File: config.mk
export PLATFORM = sky130hd
export DESIGN_NAME = hier_irq_agg
export DESIGN_NICKNAME = d
export VERILOG_FILES = /design/src/rtl/hia_pkg.sv /design/src/rtl/hia_sync.sv /design/src/rtl/hia_line_bank.sv /design/src/rtl/hia_summary.sv /design/src/rtl/hier_irq_agg.sv
export SDC_FILE = /design/constraint.sdc
export NUM_CORES = 2
export LEC_CHECK = 0
export ABC_CLOCK_PERIOD_IN_PS = 2570
export BUFFER_PORTS_ARGS = -buffer_cell sky130_fd_sc_hd__buf_2
export CAP_MARGIN = 20
export CORE_MARGIN = 1.5
export CORE_UTILIZATION = 50
export CTS_BUF_LIST = sky130_fd_sc_hd__clkbuf_4 sky130_fd_sc_hd__clkbuf_8 sky130_fd_sc_hd__clkbuf_16
export DETAILED_ROUTE_END_ITERATION = 10
export HOLD_SLACK_MARGIN = 0.03
export PLACE_DENSITY = 0.78
export SLEW_MARGIN = 5
export SYNTH_ARGS = -nofsm -noshare
export SYNTH_HDL_FRONTEND = slang
export SYNTH_SLANG_ARGS = --single-unit
File: constraint.sdc
create_clock -name clk -period 2.57 [get_ports clk]
set_input_delay 0.1285 -clock clk [delete_from_list [all_inputs] [get_ports clk]]
set_output_delay 0.1285 -clock clk [all_outputs]
set_load 0.01 [all_outputs]
File: src/rtl/hia_pkg.sv
package hia_pkg;

  localparam int LINES_PER_BLK = 8;

  localparam logic [3:0] OFS_ROOT = 4'd0;
  localparam logic [3:0] OFS_BSEL = 4'd5;
  localparam logic [3:0] OFS_PEND = 4'd6;
  localparam logic [3:0] OFS_CFG  = 4'd7;
  localparam logic [3:0] OFS_RAW  = 4'd8;
  localparam logic [3:0] OFS_LAST = 4'd8;

  typedef struct packed {
    logic       we;
    logic [2:0] idx;
    logic       clr;
    logic       mask_rise;
    logic       mask_fall;
    logic       lvl_mode;
  } cfg_byte_t;

  // Set condition of one line from its configuration and input history.
  function automatic logic line_fire(input logic lvl_mode, input logic mask_fall,
                                     input logic mask_rise, input logic cur,
                                     input logic prev);
    if (lvl_mode)
      return (!mask_rise && cur) || (!mask_fall && !cur);
    else
      return (!mask_rise && cur && !prev) || (!mask_fall && !cur && prev);
  endfunction

  // Byte returned by a configuration readback.
  function automatic logic [7:0] cfg_readback(input logic [2:0] idx, input logic lvl_mode,
                                              input logic mask_fall, input logic mask_rise);
    return {1'b0, idx, 1'b0, mask_rise, mask_fall, lvl_mode};
  endfunction

endpackage

File: src/rtl/hia_sync.sv
module hia_sync #(
  parameter int W      = 256,
  parameter int STAGES = 2
) (
  input  logic         clk,
  input  logic         rst_n,
  input  logic [W-1:0] d_async,
  output logic [W-1:0] q_sync
);
  logic [W-1:0] stage_q [STAGES];

  always_ff @(posedge clk or negedge rst_n) begin
    if (!rst_n) begin
      for (int s = 0; s < STAGES; s++) stage_q[s] <= '0;
    end else begin
      stage_q[0] <= d_async;
      for (int s = 1; s < STAGES; s++) stage_q[s] <= stage_q[s-1];
    end
  end

  assign q_sync = stage_q[STAGES-1];
endmodule

File: src/rtl/hia_line_bank.sv
module hia_line_bank #(
  parameter int NUM_LINES = 256,
  parameter int LINE_W    = $clog2(NUM_LINES)
) (
  input  logic                 clk,
  input  logic                 rst_n,
  input  logic [NUM_LINES-1:0] lvl_in,
  input  logic                 cfg_we,
  input  logic [LINE_W-1:0]    cfg_line,
  input  logic                 cfg_lvl,
  input  logic                 cfg_mfall,
  input  logic                 cfg_mrise,
  input  logic                 cfg_clr,
  output logic [NUM_LINES-1:0] pend,
  output logic [NUM_LINES-1:0] lvl_q,
  output logic [NUM_LINES-1:0] mfall_q,
  output logic [NUM_LINES-1:0] mrise_q,
  output logic [NUM_LINES-1:0] hit
);
  import hia_pkg::*;

  for (genvar g = 0; g < NUM_LINES; g++) begin : g_line
    logic prev_q;
    logic fire;

    assign hit[g] = cfg_we && (cfg_line == LINE_W'(g));
    assign fire   = line_fire(lvl_q[g], mfall_q[g], mrise_q[g], lvl_in[g], prev_q);

    always_ff @(posedge clk or negedge rst_n) begin
      if (!rst_n) begin
        prev_q     <= 1'b0;
        lvl_q[g]   <= 1'b0;
        mfall_q[g] <= 1'b1;
        mrise_q[g] <= 1'b1;
        pend[g]    <= 1'b0;
      end else begin
        prev_q <= lvl_in[g];
        if (hit[g]) begin
          lvl_q[g]   <= cfg_lvl;
          mfall_q[g] <= cfg_mfall;
          mrise_q[g] <= cfg_mrise;
          if (cfg_clr) pend[g] <= 1'b0;
        end else if (fire) begin
          pend[g] <= 1'b1;
        end
      end
    end
  end
endmodule

File: src/rtl/hia_summary.sv
module hia_summary #(
  parameter int NUM_BLOCKS  = 32,
  parameter int NUM_MASTERS = (NUM_BLOCKS + 7) / 8,
  parameter int NUM_LINES   = NUM_BLOCKS * 8
) (
  input  logic [NUM_LINES-1:0]     pend,
  output logic [NUM_BLOCKS-1:0]    blk_any,
  output logic [NUM_MASTERS*8-1:0] master_flat,
  output logic [7:0]               root
);
  localparam int PAD = NUM_MASTERS * 8;

  for (genvar b = 0; b < NUM_BLOCKS; b++) begin : g_blk
    assign blk_any[b] = |pend[b*8 +: 8];
  end

  for (genvar p = 0; p < PAD; p++) begin : g_pad
    if (p < NUM_BLOCKS) begin : g_real
      assign master_flat[p] = blk_any[p];
    end else begin : g_zero
      assign master_flat[p] = 1'b0;
    end
  end

  always_comb begin
    root = '0;
    for (int m = 0; m < NUM_MASTERS; m++) root[m+1] = |master_flat[m*8 +: 8];
  end
endmodule

File: src/rtl/hier_irq_agg.sv
module hier_irq_agg #(
  parameter int                NUM_BLOCKS  = 32,
  parameter int                SYNC_STAGES = 2,
  parameter int                ADDR_W      = 10,
  parameter logic [ADDR_W-1:0] BASE_ADDR   = 10'h1BB
) (
  input  logic                    clk,
  input  logic                    rst_n,
  input  logic [ADDR_W-1:0]       reg_addr,
  input  logic                    reg_wr,
  input  logic [7:0]              reg_wdata,
  input  logic                    reg_rd,
  output logic [7:0]              reg_rdata,
  input  logic [NUM_BLOCKS*8-1:0] irq_in,
  output logic                    irq_out
);
  import hia_pkg::*;

  localparam int NUM_LINES   = NUM_BLOCKS * 8;
  localparam int NUM_MASTERS = (NUM_BLOCKS + 7) / 8;
  localparam int BLK_W       = $clog2(NUM_BLOCKS);
  localparam int LINE_W      = BLK_W + 3;

  // Address decode
  logic [ADDR_W-1:0] off;
  logic [3:0]        off_lo;
  logic              in_win;
  assign off    = reg_addr - BASE_ADDR;
  assign off_lo = off[3:0];
  assign in_win = (reg_addr >= BASE_ADDR) && (off <= ADDR_W'(OFS_LAST));

  // Named events for the checker
  cfg_byte_t cfg_b;
  logic      cfg_wr_seen, cfg_accept, cfg_clr, bsel_wr, rd_is_root;
  assign cfg_b       = cfg_byte_t'(reg_wdata);
  assign cfg_wr_seen = reg_wr && in_win && (off_lo == OFS_CFG);
  assign cfg_accept  = cfg_wr_seen && cfg_b.we;
  assign cfg_clr     = cfg_b.clr;
  assign bsel_wr     = reg_wr && in_win && (off_lo == OFS_BSEL);
  assign rd_is_root  = reg_rd && in_win && (off_lo == OFS_ROOT);

  // Selection state
  logic [BLK_W-1:0] blk_sel;
  logic [2:0]       rd_idx;
  always_ff @(posedge clk or negedge rst_n) begin
    if (!rst_n) begin
      blk_sel <= '0;
      rd_idx  <= '0;
    end else begin
      if (bsel_wr)    blk_sel <= reg_wdata[BLK_W-1:0];
      if (cfg_accept) rd_idx  <= cfg_b.idx;
    end
  end

  // Line datapath
  logic [NUM_LINES-1:0] sync_lvl, pend, lvl_q, mfall_q, mrise_q, hit;
  logic [LINE_W-1:0]    cfg_line, rd_line;
  assign cfg_line = {blk_sel, cfg_b.idx};
  assign rd_line  = {blk_sel, rd_idx};

  hia_sync #(.W(NUM_LINES), .STAGES(SYNC_STAGES)) u_sync (
    .clk(clk), .rst_n(rst_n), .d_async(irq_in), .q_sync(sync_lvl)
  );

  hia_line_bank #(.NUM_LINES(NUM_LINES), .LINE_W(LINE_W)) u_bank (
    .clk(clk), .rst_n(rst_n), .lvl_in(sync_lvl),
    .cfg_we(cfg_accept), .cfg_line(cfg_line), .cfg_lvl(cfg_b.lvl_mode),
    .cfg_mfall(cfg_b.mask_fall), .cfg_mrise(cfg_b.mask_rise), .cfg_clr(cfg_b.clr),
    .pend(pend), .lvl_q(lvl_q), .mfall_q(mfall_q), .mrise_q(mrise_q), .hit(hit)
  );

  logic [NUM_BLOCKS-1:0]    blk_any;
  logic [NUM_MASTERS*8-1:0] master_flat;
  logic [7:0]               root;

  hia_summary #(.NUM_BLOCKS(NUM_BLOCKS), .NUM_MASTERS(NUM_MASTERS), .NUM_LINES(NUM_LINES)) u_sum (
    .pend(pend), .blk_any(blk_any), .master_flat(master_flat), .root(root)
  );

  assign irq_out = |blk_any;

  // Read mux
  logic [7:0] rd_byte;
  always_comb begin
    rd_byte = '0;
    if (in_win) begin
      unique case (off_lo)
        OFS_ROOT: rd_byte = root;
        OFS_BSEL: rd_byte = 8'(blk_sel);
        OFS_PEND: rd_byte = pend[blk_sel*8 +: 8];
        OFS_CFG:  rd_byte = cfg_readback(rd_idx, lvl_q[rd_line], mfall_q[rd_line], mrise_q[rd_line]);
        OFS_RAW:  rd_byte = sync_lvl[blk_sel*8 +: 8];
        default: begin
          for (int m = 0; m < NUM_MASTERS; m++)
            if (off_lo == 4'(m + 1)) rd_byte = master_flat[m*8 +: 8];
        end
      endcase
    end
  end

  always_ff @(posedge clk or negedge rst_n) begin
    if (!rst_n)      reg_rdata <= '0;
    else if (reg_rd) reg_rdata <= rd_byte;
  end
endmodule

# Word-level counts from Yosys, hierarchy flattened
# Cells that the tools add are included.
[totals] reg_bits=1808 input_bits=278 out_inout_bits=9
[classes] add_sub_neg=1 order_cmp=3 eq_ne=519 shift=2 muxes=781 n_reduce_logical=3372
[ops] operator="$logic_and A1 B1 Y1" count=1285
[ops] operator="$eq A8 B8 Y1 const B" count=128
[ops] operator="$logic_not A1 Y1" count=1024
[ops] operator="$mux W1" count=772
[ops] operator="$eq A8 B7 Y1 const B" count=64
[ops] operator="$logic_or A1 B1 Y1" count=512
[ops] operator="$ne A2 B2 Y1 const B" count=256
[ops] operator="$reduce_and A2 Y1" count=256
[ops] operator="$reduce_bool A2 Y1" count=256
[ops] operator="$shiftx A256 B9 Y8" count=2
[ops] operator="$eq A8 B6 Y1 const B" count=32
[ops] operator="$reduce_or A256 Y1" count=1
[ops] operator="$reduce_or A64 Y1" count=4
[ops] operator="$reduce_or A8 Y1" count=32
[ops] operator="$eq A8 B5 Y1 const B" count=16
[ops] operator="$eq A8 B4 Y1 const B" count=8
[ops] operator="$mux W8" count=5
[ops] operator="$pmux W8 S5" count=1
[ops] operator="$eq A8 B3 Y1 const B" count=4
[ops] operator="$bmux W1 S8" count=3
[ops] operator="$eq A4 B3 Y1 const B" count=4
[ops] operator="$eq A8 B2 Y1 const B" count=2
[ops] operator="$ge A10 B9 Y1 const B" count=1
[ops] operator="$le A10 B4 Y1 const B" count=1
[ops] operator="8 further kinds" count=9

# Longest topological paths before layout
[logic_depth] depth_word=9 depth_mapped=13

# Modules after synthesis
# From an unflattened synthesis, not the netlist that was laid out.
[unflattened] hier_cells=6612 hier_area_um2=84624.9
[by_module_without_submodules] module="hia_line_bank" n_inst=1 cells_per_inst=4218 area_each_um2=56558.0 seq_area_each_um2=32671.3
[by_module_without_submodules] module="hia_sync" n_inst=1 cells_per_inst=768 area_each_um2=14734.1 seq_area_each_um2=12812.3
[by_module_without_submodules] module="hier_irq_agg" n_inst=1 cells_per_inst=1473 area_each_um2=12208.0 seq_area_each_um2=400.4
[by_module_without_submodules] module="hia_summary" n_inst=1 cells_per_inst=153 area_each_um2=1124.8 seq_area_each_um2=0.0

# Least setup slack after synthesis
# No wires, ideal clock.
[synth_path] path_type="register to register" startpoint="register rd_idx[0]" endpoint="register reg_rdata[2]" setup_time_ns=0.124 arrival_ns=2.469 required_ns=2.446 setup_slack_ns=-0.023 stages_incl_launch_ff=10 path_cell_list="dfrtp_1 buf_4 buf_8 buf_2 mux2_2 o221ai_1 o2111ai_1 or4_1 o31a_1 o31a_1"
[synth_between] elab_chain_len=4
[synth_rtl] element="start: declaration" line="hier_irq_agg.sv:44" source="logic [2:0] rd_idx;"
[synth_rtl] element="start signal: assignment" line="hier_irq_agg.sv:51" source="if (cfg_accept) rd_idx <= cfg_b.idx;"
[synth_rtl] element="$bmux W1 S8" line="hier_irq_agg.sv:91" source="OFS_CFG: rd_byte = cfg_readback(rd_idx, lvl_q[rd_line], mfall_q[rd_line], mrise_q[rd_line]);"
[synth_rtl] element="$mux W1 (implied by the code)" line="hier_irq_agg.sv:91"
[synth_rtl] element="$pmux W8 S5" line="hier_irq_agg.sv:87" source="unique case (off_lo)"
[synth_rtl] element="$mux W8" line="hier_irq_agg.sv:86" source="if (in_win) begin"
[synth_rtl] element="end signal: assignment" line="hier_irq_agg.sv:103" source="else if (reg_rd) reg_rdata <= rd_byte;"
[synth_rtl] element="end: declaration" line="hier_irq_agg.sv:13" source="output logic [7:0] reg_rdata,"
# No other way between the ends. The select of a mux whose other input is x is not followed.
# A chain may end at the register's enable or synchronous reset.

# Final worst setup path
[layout_path] startpoint="register u_bank.pend[52]" endpoint="output port irq_out"
[layout_between] elab_chain_len=1
[layout_rtl] element="start: declaration" line="hia_line_bank.sv:14" source="output logic [NUM_LINES-1:0] pend,"
[layout_rtl] element="start signal: indexed assignment" line="hia_line_bank.sv:35" source="pend[g] <= 1'b0;"
[layout_rtl] element="start signal: indexed assignment" line="hia_line_bank.sv:42" source="if (cfg_clr) pend[g] <= 1'b0;"
[layout_rtl] element="start signal: indexed assignment" line="hia_line_bank.sv:44" source="pend[g] <= 1'b1;"
[layout_rtl] element="$reduce_or A256 Y1" line="hier_irq_agg.sv:80" source="assign irq_out = |blk_any;"
[layout_rtl] element="end: declaration" line="hier_irq_agg.sv:15" source="output logic irq_out"
# No other way between the ends.

==> out/metrics.yaml <==
pwr:
  p_seq_share_pct: 47.8
  pwr-share-clk_pct: 47.2
  peakVddDrop_mv: 0.757
  switching_share_pct: 23.8
  internal-power_mw: 47.5
  finalPower_mw: 62.4
  power.switching_mw: 14.9
  p_leak_nw: 43.2
  powerDensity_nw_per_um2: 608
  combPwrFrac_pct: 5.0
cts:
  cts.sinks: 1808
  cts-root-buf: "clkbuf_16"
  clk_pin_slew_ps: 60
  tritoncts: "built"
  clk_latency_ps: 870
  cts_max_level: 4
  cts_buffer_depth: 3
  cts_buffers: 187
place:
  gp_congestion: 1.04
  dp_hpwl_um: 200000
  pre_cts_slack_ps: -796
  port_buffers: 286
  placed_area_um2: 88900
  placed_cells: 9145
worst_setup_path:
  crit_start: "u_bank.pend[52]$_DFFE_PN0P_"
  slowest_stage: "nor4_1"
  rr_startpoint: "rd_idx[0]$_DFFE_PN0P_"
  cp.depth: 8
  crit_fanout: 3
  rrSetupSlack_ps: -510
  start_kind: "flip-flop"
  end_kind: "output pin"
  crit_chain: "nor4_1, buf_4, nand4_1, nor4_1, buf_4, nand4_1, buf_6, buf_6"
  cp_slowest_stage_delay_ps: 640
  endpoint: "irq_out"
  cp_top_family: "simple AND/OR/NAND/NOR gates"
  r2r-end: "reg_rdata[2]$_DFFE_PN0P_"
  required_ps: 2440
  critPathKind: "flip-flop to output pin"
  path_buf_inv: 4
  r2r_cells: 9
  arrival_ps: 3100
timing:
  period_minus_slack_ps: 3230
  whs_ps: 120
  drv_slew: 0
  fin_crit_sh_pct: 126
  final.setup.worst_slack_ps: -657
  slew_headroom_pct: 27.4
  max_freq_ghz: 0.310
  finalClockSkew_ps: 62.3
  rsz0062_at_grt: "true"
  tightest_slew_ps: 1080
  fin_setup_tns_ps: -2100
  finalSetupViolCount: 7
  hold_viol_final: 0
cells_and_area:
  finalNetCount: 8146
  final_cell_mix: "dfrtp_1 (1,292), buf_4 (704), nand2_1 (596), a21oi_1 (564), mux2_2 (544)"
  post-route-util_pct: 65.6
  drive_above_1_share_pct: 39.5
  final_area_um2: 103000
  area_delta_synth_final_pct: 30.0
  fin_cells: 10097
  final_common_cell: "dfrtp_1"
floorplanning:
  io_pins: 287
  rows: 145
  die_area_um2: 160000
  core_um2: 157000
  die_w_um: 400
  start_util_pct: 50.4
  die_y_um: 400
drt:
  finalWirelength_um: 302000
  vias: 63889
  drt_iter0_drc: 8347
  drc: 0
  routedWlPerCell_um: 29.9
  vias_per_cell: 6.33
  drtPass1Iterations: 8
  drtAntennaViolNets: 0
global_route:
  global_route.usage.total_pct: 37.4
  grt-ovfl-total: 0
  grt_pass1_wl_um: 441000
  grt_antenna_before_repair: 17
  grt_pass1_vias: 64973
  grt_max_degree: 136
yosys:
  synth_top_family_by_area: "multiplexers"
  ys_seq_area_share_pct: 58.1
  synthFlopType: "dfrtp_1"
  synth-edff-count: 0
  yosysWarnings: 0
  syn-mean-instance-area_um2: 12.5
  synth_compound_area_share_pct: 8.77
  synth.mux.area_fraction_pct: 17.7
  synth-seq-cells: 1808
  syn_area_um2: 79000
  syn_inst: 6317
  synth_fa_ha_area_share_pct: 0
  synth_fp_nets: 6595
  yosys.area_share.simple_pct: 12.0
  ys_types: 74
  synthArstFlopShare_pct: 100
  synth-xor-area-share_pct: 0.355
worst_hold_path:
  hold_class: "input port to asynchronous set/reset pin"
outcome:
  status: "finished with violations"
  violations: "negative setup slack"
run:
  maxCapViolCount: 0
[power by group through the flow]
stage	Clock [mW]	Combinational, mW	Sequential [mW]
after global routing	30.9	3.32	29.8
after global placement	0	2.32	30.2
after CTS	29.5	3.01	29.8
after floorplan	0	0.801	29.9
final	29.5	3.13	29.8
after detailed placement	0	2.35	30.2
[synth_stat cells, drive strengths merged (3+ instances only)]
| cell | count | area share (%) |
|---|---|---|
| a22o | 8 | 0.089 |
| a221oi | 32 | 0.35 |
| nor4b | 3 | 0.033 |
| a221o | 3 | 0.038 |
| o211ai | 7 | 0.067 |
| o31a | 3 | 0.033 |
| nand4 | 18 | 0.14 |
| clkbuf | 167 | 0.79 |
| o311ai | 3 | 0.033 |
| a311oi | 3 | 0.033 |
| a41oi | 5 | 0.055 |
| or3 | 12 | 0.095 |
| o2111ai | 4 | 0.044 |
| inv | 232 | 1.1 |
| nor4 | 95 | 1.2 |
| a211oi | 7 | 0.067 |
| nor3 | 395 | 3.8 |
| o2bb2ai | 86 | 0.95 |
| mux2 | 557 | 7.9 |
| a32oi | 4 | 0.044 |
| and3 | 5 | 0.040 |
| a21oi | 567 | 3.6 |
| nor2b | 15 | 0.12 |
| mux4 | 285 | 8.1 |
| buf | 145 | 1.1 |
| nor2 | 514 | 3.0 |
| dfstp | 512 | 17 |
| a31oi | 10 | 0.079 |
| a2111oi | 9 | 0.10 |
| o21ai | 383 | 2.4 |
| nand2b | 12 | 0.095 |
| xor2 | 32 | 0.35 |
| or4 | 5 | 0.048 |
| mux2i | 132 | 1.7 |
| nand4b | 3 | 0.052 |
| o22ai | 25 | 0.22 |
| and2 | 14 | 0.11 |
| dfrtp | 1296 | 41 |
| a22oi | 40 | 0.38 |
| nand3 | 33 | 0.22 |
| nand2 | 610 | 2.9 |
[worst min-delay path by stage]
stage | to | slack (ps) | cells after the start
final | u_bank.mfall_q[173]$_DFFE_PN1P_ | 120 | 2
after global routing | u_bank.mfall_q[173]$_DFFE_PN1P_ | 90 | 2
after CTS | u_bank.mrise_q[171]$_DFFE_PN1P_ | 50 | 2
after detailed placement | u_sync.q_sync[137]$_DFF_PN0_ | 110 | 1
after global placement | u_sync.q_sync[169]$_DFF_PN0_ | 110 | 1
after floorplan | blk_sel[0]$_DFFE_PN0P_ | -170 | 0
[kinds of logic (layout without fill, tap and decap cells)]
| group | Yosys count | after routing |
|---|---|---|
| DFF | 1808 | 1808 |
| other | 0 | 10 |
| xor gates and xnor gates | 32 | 32 |
| AOI/OAI and AO/OA | 1214 | 1214 |
| buffers and inverters | 544 | 2256 |
| muxes | 974 | 974 |
| and+or+nand+nor | 1745 | 1745 |
[flip-flops by register name (all words and copies together) (netlist names)]
name,flops
u_bank.g_line.prev_q,256
u_bank.lvl_q,256
u_bank.mfall_q,256
u_bank.mrise_q,256
u_bank.pend,256
u_sync.q_sync,256
u_sync.stage_q,256
reg_rdata,8
blk_sel,5
rd_idx,3
[layer usage]
layer	up-vias	track usage, %	wire, µm
li1	25812	-	-
met3	1160	12.8	39700
met4	22	23.1	22500
met2	4633	56.1	133000
met1	32262	46.7	106000
met5	-	0	149
[worst reg2reg max path: stages, from the launching register on]
cell,delay (ps)
dfrtp_4,510
buf_16,170
buf_12,160
buf_8,160
buf_6,130
mux4_2,490
a22oi_1,130
a311oi_1,900
o31a_1,260
o31a_1,140
[layout make-up]
| class | count | area, µm² |
|---|---|---|
| Clock buffer | 268 | 5540 |
| Timing Repair Buffer | 1674 | 15000 |
| Sequential cell | 1808 | 45900 |
| Multi-Input combinational cell | 3965 | 31400 |
| Clock inverter | 82 | 1250 |
| Antenna cell | 10 | 25.0 |
| Fill cell | 10714 | 53900 |
| Tap cell | 2058 | 2570 |
| Inverter | 232 | 883 |
[repair_timing]
action                                   CTS  global route
cloned                                     3             3
hold endpoints to repair                2080             0
hold buffers                             527             0
endpoints found under the setup margin    23            36
buffers inserted                          40            23
pin swaps                                 41            22
resized for setup                        129            66
Note: power is estimated with default switching activity, not from simulation.
